===== src/rtl/lp_gpio_pkg.sv =====
package lp_gpio_pkg;
    typedef enum logic [1:0] {
        OP_NOP     = 2'd0,
        OP_SET     = 2'd1,
        OP_STATREQ = 2'd2,
        OP_SWRST   = 2'd3
    } cmd_op_t;

    typedef enum logic [1:0] {
        ST_IDLE = 2'd0,
        ST_HDR  = 2'd1,
        ST_STAT = 2'd2
    } tx_state_t;

    localparam logic [3:0] REPORT_OPCODE = 4'b1010;
endpackage


===== src/rtl/lp_gpio_sync.sv =====
module lp_gpio_sync #(
    parameter int W      = 8,
    parameter int STAGES = 2
) (
    input  logic         clk,
    input  logic         rst_n,
    input  logic [W-1:0] d,
    output logic [W-1:0] q
);
    logic [W-1:0] stg [STAGES];

    always_ff @(posedge clk or negedge rst_n) begin
        if (!rst_n) begin
            for (int i = 0; i < STAGES; i++) stg[i] <= '0;
        end else begin
            stg[0] <= d;
            for (int i = 1; i < STAGES; i++) stg[i] <= stg[i-1];
        end
    end

    assign q = stg[STAGES-1];
endmodule


===== src/rtl/lp_gpio_relay_bank.sv =====
module lp_gpio_relay_bank #(
    parameter int NPORTS = 4,
    parameter int NRELAY = 4,
    localparam int PW    = $clog2(NPORTS)
) (
    input  logic                     clk,
    input  logic                     rst_n,
    input  logic                     set_en,
    input  logic [PW-1:0]            set_port,
    input  logic [NRELAY-1:0]        set_val,
    output logic [NPORTS*NRELAY-1:0] relays
);
    generate
        for (genvar p = 0; p < NPORTS; p++) begin : g_port
            logic [NRELAY-1:0] bank_q;

            always_ff @(posedge clk or negedge rst_n) begin
                if (!rst_n)                                bank_q <= '0;
                else if (set_en && set_port == PW'(p))     bank_q <= set_val;
            end

            assign relays[p*NRELAY +: NRELAY] = bank_q;


            relay_load_chk: assert property (@(posedge clk) disable iff (!rst_n)
                (set_en && set_port == PW'(p)) |=> (relays[p*NRELAY +: NRELAY] == $past(set_val)));
        end
    endgenerate


    relay_hold_chk: assert property (@(posedge clk) disable iff (!rst_n)
        !set_en |=> $stable(relays));
endmodule


===== src/rtl/lp_gpio_rr_arb.sv =====
module lp_gpio_rr_arb #(
    parameter int N   = 4,
    localparam int PW = $clog2(N)
) (
    input  logic [N-1:0]  req,
    input  logic [PW-1:0] ptr,
    output logic          gnt_valid,
    output logic [PW-1:0] gnt_idx
);
    always_comb begin
        int t;
        gnt_valid = 1'b0;
        gnt_idx   = '0;
        for (int i = N-1; i >= 0; i--) begin
            t = int'(ptr) + i;
            if (t >= N) t = t - N;
            if (req[t]) begin
                gnt_valid = 1'b1;
                gnt_idx   = PW'(t);
            end
        end
    end
endmodule


===== src/rtl/lp_gpio_reporter.sv =====
module lp_gpio_reporter
    import lp_gpio_pkg::*;
#(
    parameter int NPORTS = 4,
    parameter int NRELAY = 4,
    parameter int NSTAT  = 2,
    parameter int SYNC_STAGES = 2,
    localparam int PW    = $clog2(NPORTS)
) (
    input  logic                     clk,
    input  logic                     rst_n,
    input  logic                     cmd_valid,
    input  logic [1:0]               cmd_op,
    input  logic [PW-1:0]            cmd_port,
    input  logic [NRELAY-1:0]        cmd_data,
    input  logic [NPORTS*NSTAT-1:0]  stat_in,
    output logic [NPORTS*NRELAY-1:0] relays,
    output logic                     tx_valid,
    output logic [7:0]               tx_byte,
    input  logic                     tx_ack
);
    localparam logic [PW-1:0] LAST_PORT = PW'(NPORTS-1);

    cmd_op_t   op;
    logic      set_en, streq_en, swrst_en;
    tx_state_t state, state_n;

    logic [NPORTS*NSTAT-1:0] sync_st;
    logic [NPORTS*NSTAT-1:0] reported;
    logic [NPORTS-1:0]       req_flag;
    logic [NPORTS-1:0]       pend;
    logic [PW-1:0]           rr_ptr;
    logic [PW-1:0]           cur;
    logic [NSTAT-1:0]        snap;
    logic                    gnt_valid;
    logic [PW-1:0]           gnt_idx;
    logic                    take, finish;

    assign op       = cmd_op_t'(cmd_op);
    assign set_en   = cmd_valid && (op == OP_SET);
    assign streq_en = cmd_valid && (op == OP_STATREQ);
    assign swrst_en = cmd_valid && (op == OP_SWRST);

    lp_gpio_sync #(.W(NPORTS*NSTAT), .STAGES(SYNC_STAGES)) u_sync (
        .clk(clk), .rst_n(rst_n), .d(stat_in), .q(sync_st)
    );

    lp_gpio_relay_bank #(.NPORTS(NPORTS), .NRELAY(NRELAY)) u_relays (
        .clk(clk), .rst_n(rst_n), .set_en(set_en), .set_port(cmd_port),
        .set_val(cmd_data), .relays(relays)
    );

    always_comb begin
        for (int p = 0; p < NPORTS; p++) begin
            pend[p] = ((sync_st[p*NSTAT +: NSTAT] != reported[p*NSTAT +: NSTAT]) || req_flag[p])
                      && !((state != ST_IDLE) && (cur == PW'(p)));
        end
    end

    lp_gpio_rr_arb #(.N(NPORTS)) u_arb (
        .req(pend), .ptr(rr_ptr), .gnt_valid(gnt_valid), .gnt_idx(gnt_idx)
    );

    assign take   = (state == ST_IDLE) && gnt_valid && !swrst_en;
    assign finish = (state == ST_STAT) && tx_ack && !swrst_en;

    // state register
    always_ff @(posedge clk or negedge rst_n) begin
        if (!rst_n) state <= ST_IDLE;
        else        state <= state_n;
    end

    // next state
    always_comb begin
        state_n = state;
        if (swrst_en) begin
            state_n = ST_IDLE;
        end else begin
            unique case (state)
                ST_IDLE: if (gnt_valid) state_n = ST_HDR;
                ST_HDR:  if (tx_ack)    state_n = ST_STAT;
                ST_STAT: if (tx_ack)    state_n = ST_IDLE;
                default:                state_n = ST_IDLE;
            endcase
        end
    end

    // outputs
    always_comb begin
        tx_valid = 1'b0;
        tx_byte  = 8'h00;
        unique case (state)
            ST_IDLE: ;
            ST_HDR: begin
                tx_valid = 1'b1;
                tx_byte  = {REPORT_OPCODE, {(4-PW){1'b0}}, cur};
            end
            ST_STAT: begin
                tx_valid = 1'b1;
                tx_byte  = {{(8-NSTAT){1'b0}}, snap};
            end
            default: ;
        endcase
    end

    // report bookkeeping
    always_ff @(posedge clk or negedge rst_n) begin
        if (!rst_n) begin
            cur      <= '0;
            snap     <= '0;
            reported <= '0;
            req_flag <= '0;
            rr_ptr   <= '0;
        end else if (swrst_en) begin
            req_flag <= '0;
            reported <= sync_st;
        end else begin
            if (take) begin
                cur  <= gnt_idx;
                snap <= sync_st[gnt_idx*NSTAT +: NSTAT];
            end
            if (finish) begin
                reported[cur*NSTAT +: NSTAT] <= snap;
                req_flag[cur] <= 1'b0;
                rr_ptr <= (cur == LAST_PORT) ? '0 : cur + 1'b1;
            end
            if (streq_en) req_flag[cmd_port] <= 1'b1;
        end
    end


    byte_hold_chk: assert property (@(posedge clk) disable iff (!rst_n)
        (tx_valid && !tx_ack && !swrst_en) |=> (tx_valid && $stable(tx_byte)));


    gap_after_msg_chk: assert property (@(posedge clk) disable iff (!rst_n)
        finish |=> !tx_valid);


    rr_start_chk: assert property (@(posedge clk) disable iff (!rst_n)
        ((state == ST_IDLE) && pend[rr_ptr]) |-> (gnt_valid && gnt_idx == rr_ptr));


    swrst_stop_chk: assert property (@(posedge clk) disable iff (!rst_n)
        swrst_en |=> !tx_valid);
endmodule


===== config.mk =====
export PLATFORM = sky130hd
export DESIGN_NAME = lp_gpio_reporter
export DESIGN_NICKNAME = d
export VERILOG_FILES = /design/src/rtl/lp_gpio_pkg.sv /design/src/rtl/lp_gpio_sync.sv /design/src/rtl/lp_gpio_relay_bank.sv /design/src/rtl/lp_gpio_rr_arb.sv /design/src/rtl/lp_gpio_reporter.sv
export SDC_FILE = /design/constraint.sdc
export NUM_CORES = 1
export LEC_CHECK = 0
export ABC_AREA = 1
export BUFFER_PORTS_ARGS = -buffer_cell sky130_fd_sc_hd__buf_2
export CELL_PAD_IN_SITES_DETAIL_PLACEMENT = 0
export CELL_PAD_IN_SITES_GLOBAL_PLACEMENT = 1
export CORE_ASPECT_RATIO = 1.4
export CORE_MARGIN = 2
export CORE_UTILIZATION = 41
export CTS_CLUSTER_DIAMETER = 40
export DETAILED_ROUTE_END_ITERATION = 8
export HOLD_SLACK_MARGIN = 0.1
export PLACE_DENSITY_LB_ADDON = 0.1
export REMOVE_ABC_BUFFERS = 1
export SLEW_MARGIN = 0
export SYNTH_ARGS = -nofsm -noshare
export SYNTH_HDL_FRONTEND = slang
export SYNTH_SLANG_ARGS = --single-unit
export TNS_END_PERCENT = 20

===== constraint.sdc =====
create_clock -name clk -period 2.4 [get_ports clk]
set_input_delay 0.48 -clock clk [delete_from_list [all_inputs] [get_ports clk]]
set_output_delay 0.48 -clock clk [all_outputs]
set_load 0.1 [all_outputs]

## Word-level counts from Yosys, hierarchy flattened

Index checks and enable logic that the tools add are counted.

| storage, ports and cells | value |
|---|---|
| logic and storage cells | 140 |
| bits in registers | 52 |
| input port bits | 20 |

| operators by class | value |
|---|---|
| $add $sub $neg | 9 |
| shift-type cells | 3 |
| multiplexer cells | 43 |
| equality and inequality tests | 18 |
| reduce and logical (&&, ||, !) cells | 39 |
| bitwise logic cells | 4 |
| $lt $le $gt $ge | 12 |

Operators with widths:

| kind | number |
|---|---|
| $lt 32x4->1 const B | 4 |
| $mux 32 | 4 |
| $ge 32x4->1 const B | 3 |
| $sub 32x4->32 const B | 3 |
| $neg 3->34 | 1 |
| $shift 2x34->8 const A | 1 |
| $shiftx 2x34->8 | 1 |
| $logic_and 1x1->1 | 21 |
| $mux 2 | 9 |
| $mux 4 | 4 |
| $mux 8 | 2 |
| $pmux 8 s2 | 1 |
| $mux 1 | 15 |
| $eq 2x2->1 const B | 7 |
| $ne 3x3->1 const B | 3 |
| $bmux 1 s2 | 4 |
| $bwmux 8 | 1 |
| $eq 2x1->1 const B | 4 |
| $ne 2x2->1 | 4 |
| $shiftx 8x4->2 | 1 |
| $add 2x2->3 const B | 2 |
| $logic_not 2->1 | 3 |
| $lt 2x3->1 const B | 2 |
| $pmux 2 s3 | 1 |
| other kinds (16) | 27 |

## Depth between registers and ports, before layout

| depth | value |
|---|---|
| word-level depth | 14 |
| mapped depth | 18 |
| gate-level depth less buffers | 18 |

## Hierarchy

A second synthesis with hierarchy kept.

| second synthesis, totals | value |
|---|---|
| cell total of the unflattened synthesis | 377 |
| area total of the unflattened synthesis | 2911.5 um2 |

By module, submodules not included:

| module | area an instance (um2) | times used | cells an instance | sequential area each (um2) |
|---|---|---|---|---|
| lp_gpio_reporter | 1529.0 | 1 | 232 | 500.5 |
| lp_gpio_relay_bank | 709.4 | 1 | 75 | 400.4 |
| lp_gpio_sync | 460.4 | 1 | 24 | 400.4 |
| lp_gpio_rr_arb | 212.7 | 1 | 46 | 0.0 |

## Worst setup path before layout

OpenSTA, ideal clock, no wires.

| timing path | value |
|---|---|
| kind | register -> output |
| start | reg state[1] |
| end | out tx_byte[0] |
| stages on the path, launching flop included | 5 |
| arrival | 2.963 ns |
| buffers on the path | 0 |
| slack | -1.043 ns |
| path through | dfrtp_1 -> inv_1 -> ha_1 -> nand2_1 -> a21oi_1 |

| on the way | value |
|---|---|
| longest elaborated chain between the ends | 2 |
| elaborated cells between the ends (all ways) | 3 |

Ends and longest elaborated chain:

| item | RTL line | RTL |
|---|---|---|
| start: declaration | lp_gpio_reporter.sv:26 | `tx_state_t state, state_n;` |
| start signal: assignment | lp_gpio_reporter.sv:70 | `else state <= state_n;` |
| $eq 2x2->1 / $eq 2x1->1 (equally long branches) | lp_gpio_reporter.sv:92 | `unique case (state)` |
| $pmux 8 s2 (*) | lp_gpio_reporter.sv:92 |  |
| end: declaration | lp_gpio_reporter.sv:19 | `output logic [7:0] tx_byte,` |

Mark *: on every way between the ends. The rest lies on a longest branch, timed or not.

## Worst setup path after layout

| timing path | value |
|---|---|
| start | reg state[1] |
| end | out tx_byte[1] |

The elaborated chain is that of the path after synthesis.

==> impl_metrics.ini <==
[synth]
synth-compound-area-share_pct = 11.6
yosys-top-cells-area = dfrtp_1 48%, nand2_1 12%, inv_1 6.2%
synth_fa_ha_area_share_pct = 4.16
synth_top_family_by_area = simple AND/OR/NAND/NOR gates
ys_types = 27
synthMuxAreaShare_pct = 0
postSynthCellCount = 333
synth-xor-area-share_pct = 0.601
syn_area_per_cell_um2 = 8.13
syn_area_um2 = 2710
synth_seq_cells = 52
ys_seq_area_share_pct = 48.1
ys_warn_count = 0
synth_simple_gate_area_share_pct = 25.5
synth_top_area_share_pct = 48.1
yosysTopAreaCell = dfrtp_1

[critical_path]
cp_max_fo = 6
r2r_start = cur[0]
path_class = reg2out
critPathCaptureType = output port
regToRegSetupSlack_ns = 0.24
arrival_ns = 1.75
cp_data_required_time_ns = 1.92
startpoint = state[1]
cp-start-kind = register

[grt]
grt_max_degree = 21
grt-ovfl-total = 0
grt_pass1_wl_um = 10500
grt_pass1_vias = 2155
grt.total_usage_pct = 18.6
antenna_found_initial = 0

[sta]
finalSetupViolCount = 0
slew_viol_final = 0
tightest_slew_ns = 0.523
finalCritPeriodShare_pct = 93.1
fin_ws_ns = 0.167
post-route-min-period_ns = 2.23
skew_ns = 0.00744
hold_viol_final = 0
holdWs_ns = 0.103
slew_headroom_pct = 65.1
fmax_mhz = 448
grt_setup_unrepaired = no

[placement]
post-dp-hpwl_um = 5020
numPortBuffers = 40
placed_area_um2 = 2980
dp_worst_setup_slack_ns = 0.288
place.gp.congestion = 0.908

[power_and_ir_drop]
p_per_area_nw_per_um2 = 1420
ir_worst_vdd_mv = 0.634
leakagePower_nw = 1.68
p_total_mw = 4.43

[cts]
cts_setup_buffers = 0
cts_made_buffers = 5
htree_num_levels = 2
cts.sinks = 52
worstSkewPairLatency_ns = 0.30
clockBufferDepth = 2
cts_tree = built
cts_root_buffer = clkbuf_8
clkTransAtPathRegs_ns = 0.10

[drt]
drc = 0
totalWireLength_um = 6170
drtIter0Drc = 151
wl_per_cell_um = 13.6
drt.antenna.violating_nets = 0
dr.pass1.iters = 4
num_vias = 2175
detail_route.vias_per_cell = 4.79

[layout]
final_common_cell = nand2_1
final_util_pct = 48.0
mostFrequentLayoutCells = 83 x nand2_1, 52 x dfrtp_1, 45 x inv_1, 39 x buf_2, 31 x nand3_1
nets = 408
fin_area_um2 = 3110
drive_gt1_share_pct = 22.6
fillers = 654
antenna_cells = 0
area_growth_pct = 14.8

[worst_hold_path]
worstHoldPathType = in2async

[floorplan]
die_area_um2 = 7280
coreArea_um2 = 6480
start_util_pct = 41.8
fp.dieW_um = 72.7
rows = 35
io_pins = 45
die_h_um = 100

[flow_run]
cap_violations = 0

[outcome]
status = completed
-- per-stage QoR --
stage,std cells,setup TNS (ns)
CTS,454,0
global placement,446,0
floorplan,328,-3.83
finish,454,0
detailed placement,446,0
global route,454,0
-- what timing repair did --
action	4_1_cts	5_1_grt
gates resized for setup	0	1
endpoints found under the setup margin	0	1
hold buffers	0	0
-- worst max-delay path: stages (launching register included) --
cell     delay, ns
dfrtp_1       0.41
inv_1         0.10
ha_1          0.29
nand2_1       0.08
a21oi_1       0.14
buf_2         0.44
-- layout make-up --
cell class | count | area, um^2 | share of cell area, %
clock inverter | 2 | 38.8 | 1.25
multi-input combinational | 220 | 1150 | 36.9
inverter | 56 | 213 | 6.84
tap | 74 | 92.6 | 2.98
clock buffer | 6 | 82.6 | 2.66
timing repair buffer | 44 | 233 | 7.49
sequential | 52 | 1300 | 41.9
-- kinds of logic (layout without fill, tap and decap cells) --
kind of cell             count (synthesis)  in the layout
AND/OR/NAND/NOR                        152            152
flip-flops                              52             52
other                                    1              4
buffers and inverters                   64            108
XOR/XNOR                                 1              1
adder cells (fa/ha/maj)                  9              9
AO/OA/AOI/OAI                           54             54
-- registers in the layout, indices dropped and copies added, names as in the netlist --
signal,flops
snap,2
cur,2
reported,8
u_relays.g_port.bank_q,16
state,2
u_sync.stg,8
rr_ptr,2
req_flag,4
u_sync.q,8
-- synth_stat cells (all sizes together) --
library cell	instances
dfrtp	52
o211ai	3
ha	9
or2	1
o21ai	38
nor2	19
a21oi	6
buf	6
nand3	36
clkbuf	2
nand2	96
inv	56
a21boi	1
o221ai	5
conb	1
xnor2	1
o31ai	1
-- path summary, 6_finish.rpt --
check,end,depth (start not counted)
max reg2reg,snap[0],15
max,tx_byte[1],5
min,u_relays.g_port[2].bank_q[2],1
min in group clk,u_sync.stg[13],1
max in group asynchronous,reported[7],2
min reg2reg,u_sync.q[5],0
-- where the power goes --
part           internal (mW)  switching, mW
Combinational          0.657           1.89
Clock                  0.341          0.287
Sequential              1.07          0.179
-- routing by layer --
metal / up-vias / share of wire [%] / track usage [%] / wire length (um)
li1: 1138 / - / - / -
met2: 38 / 54 / 33.6 / 3320
met1: 992 / 42 / 22.5 / 2560
met4: 0 / 1.7 / 5.70 / 102
met5: - / 0 / 0 / 0
met3: 7 / 3.0 / 2.71 / 184
(Power assumes the default switching activity.)
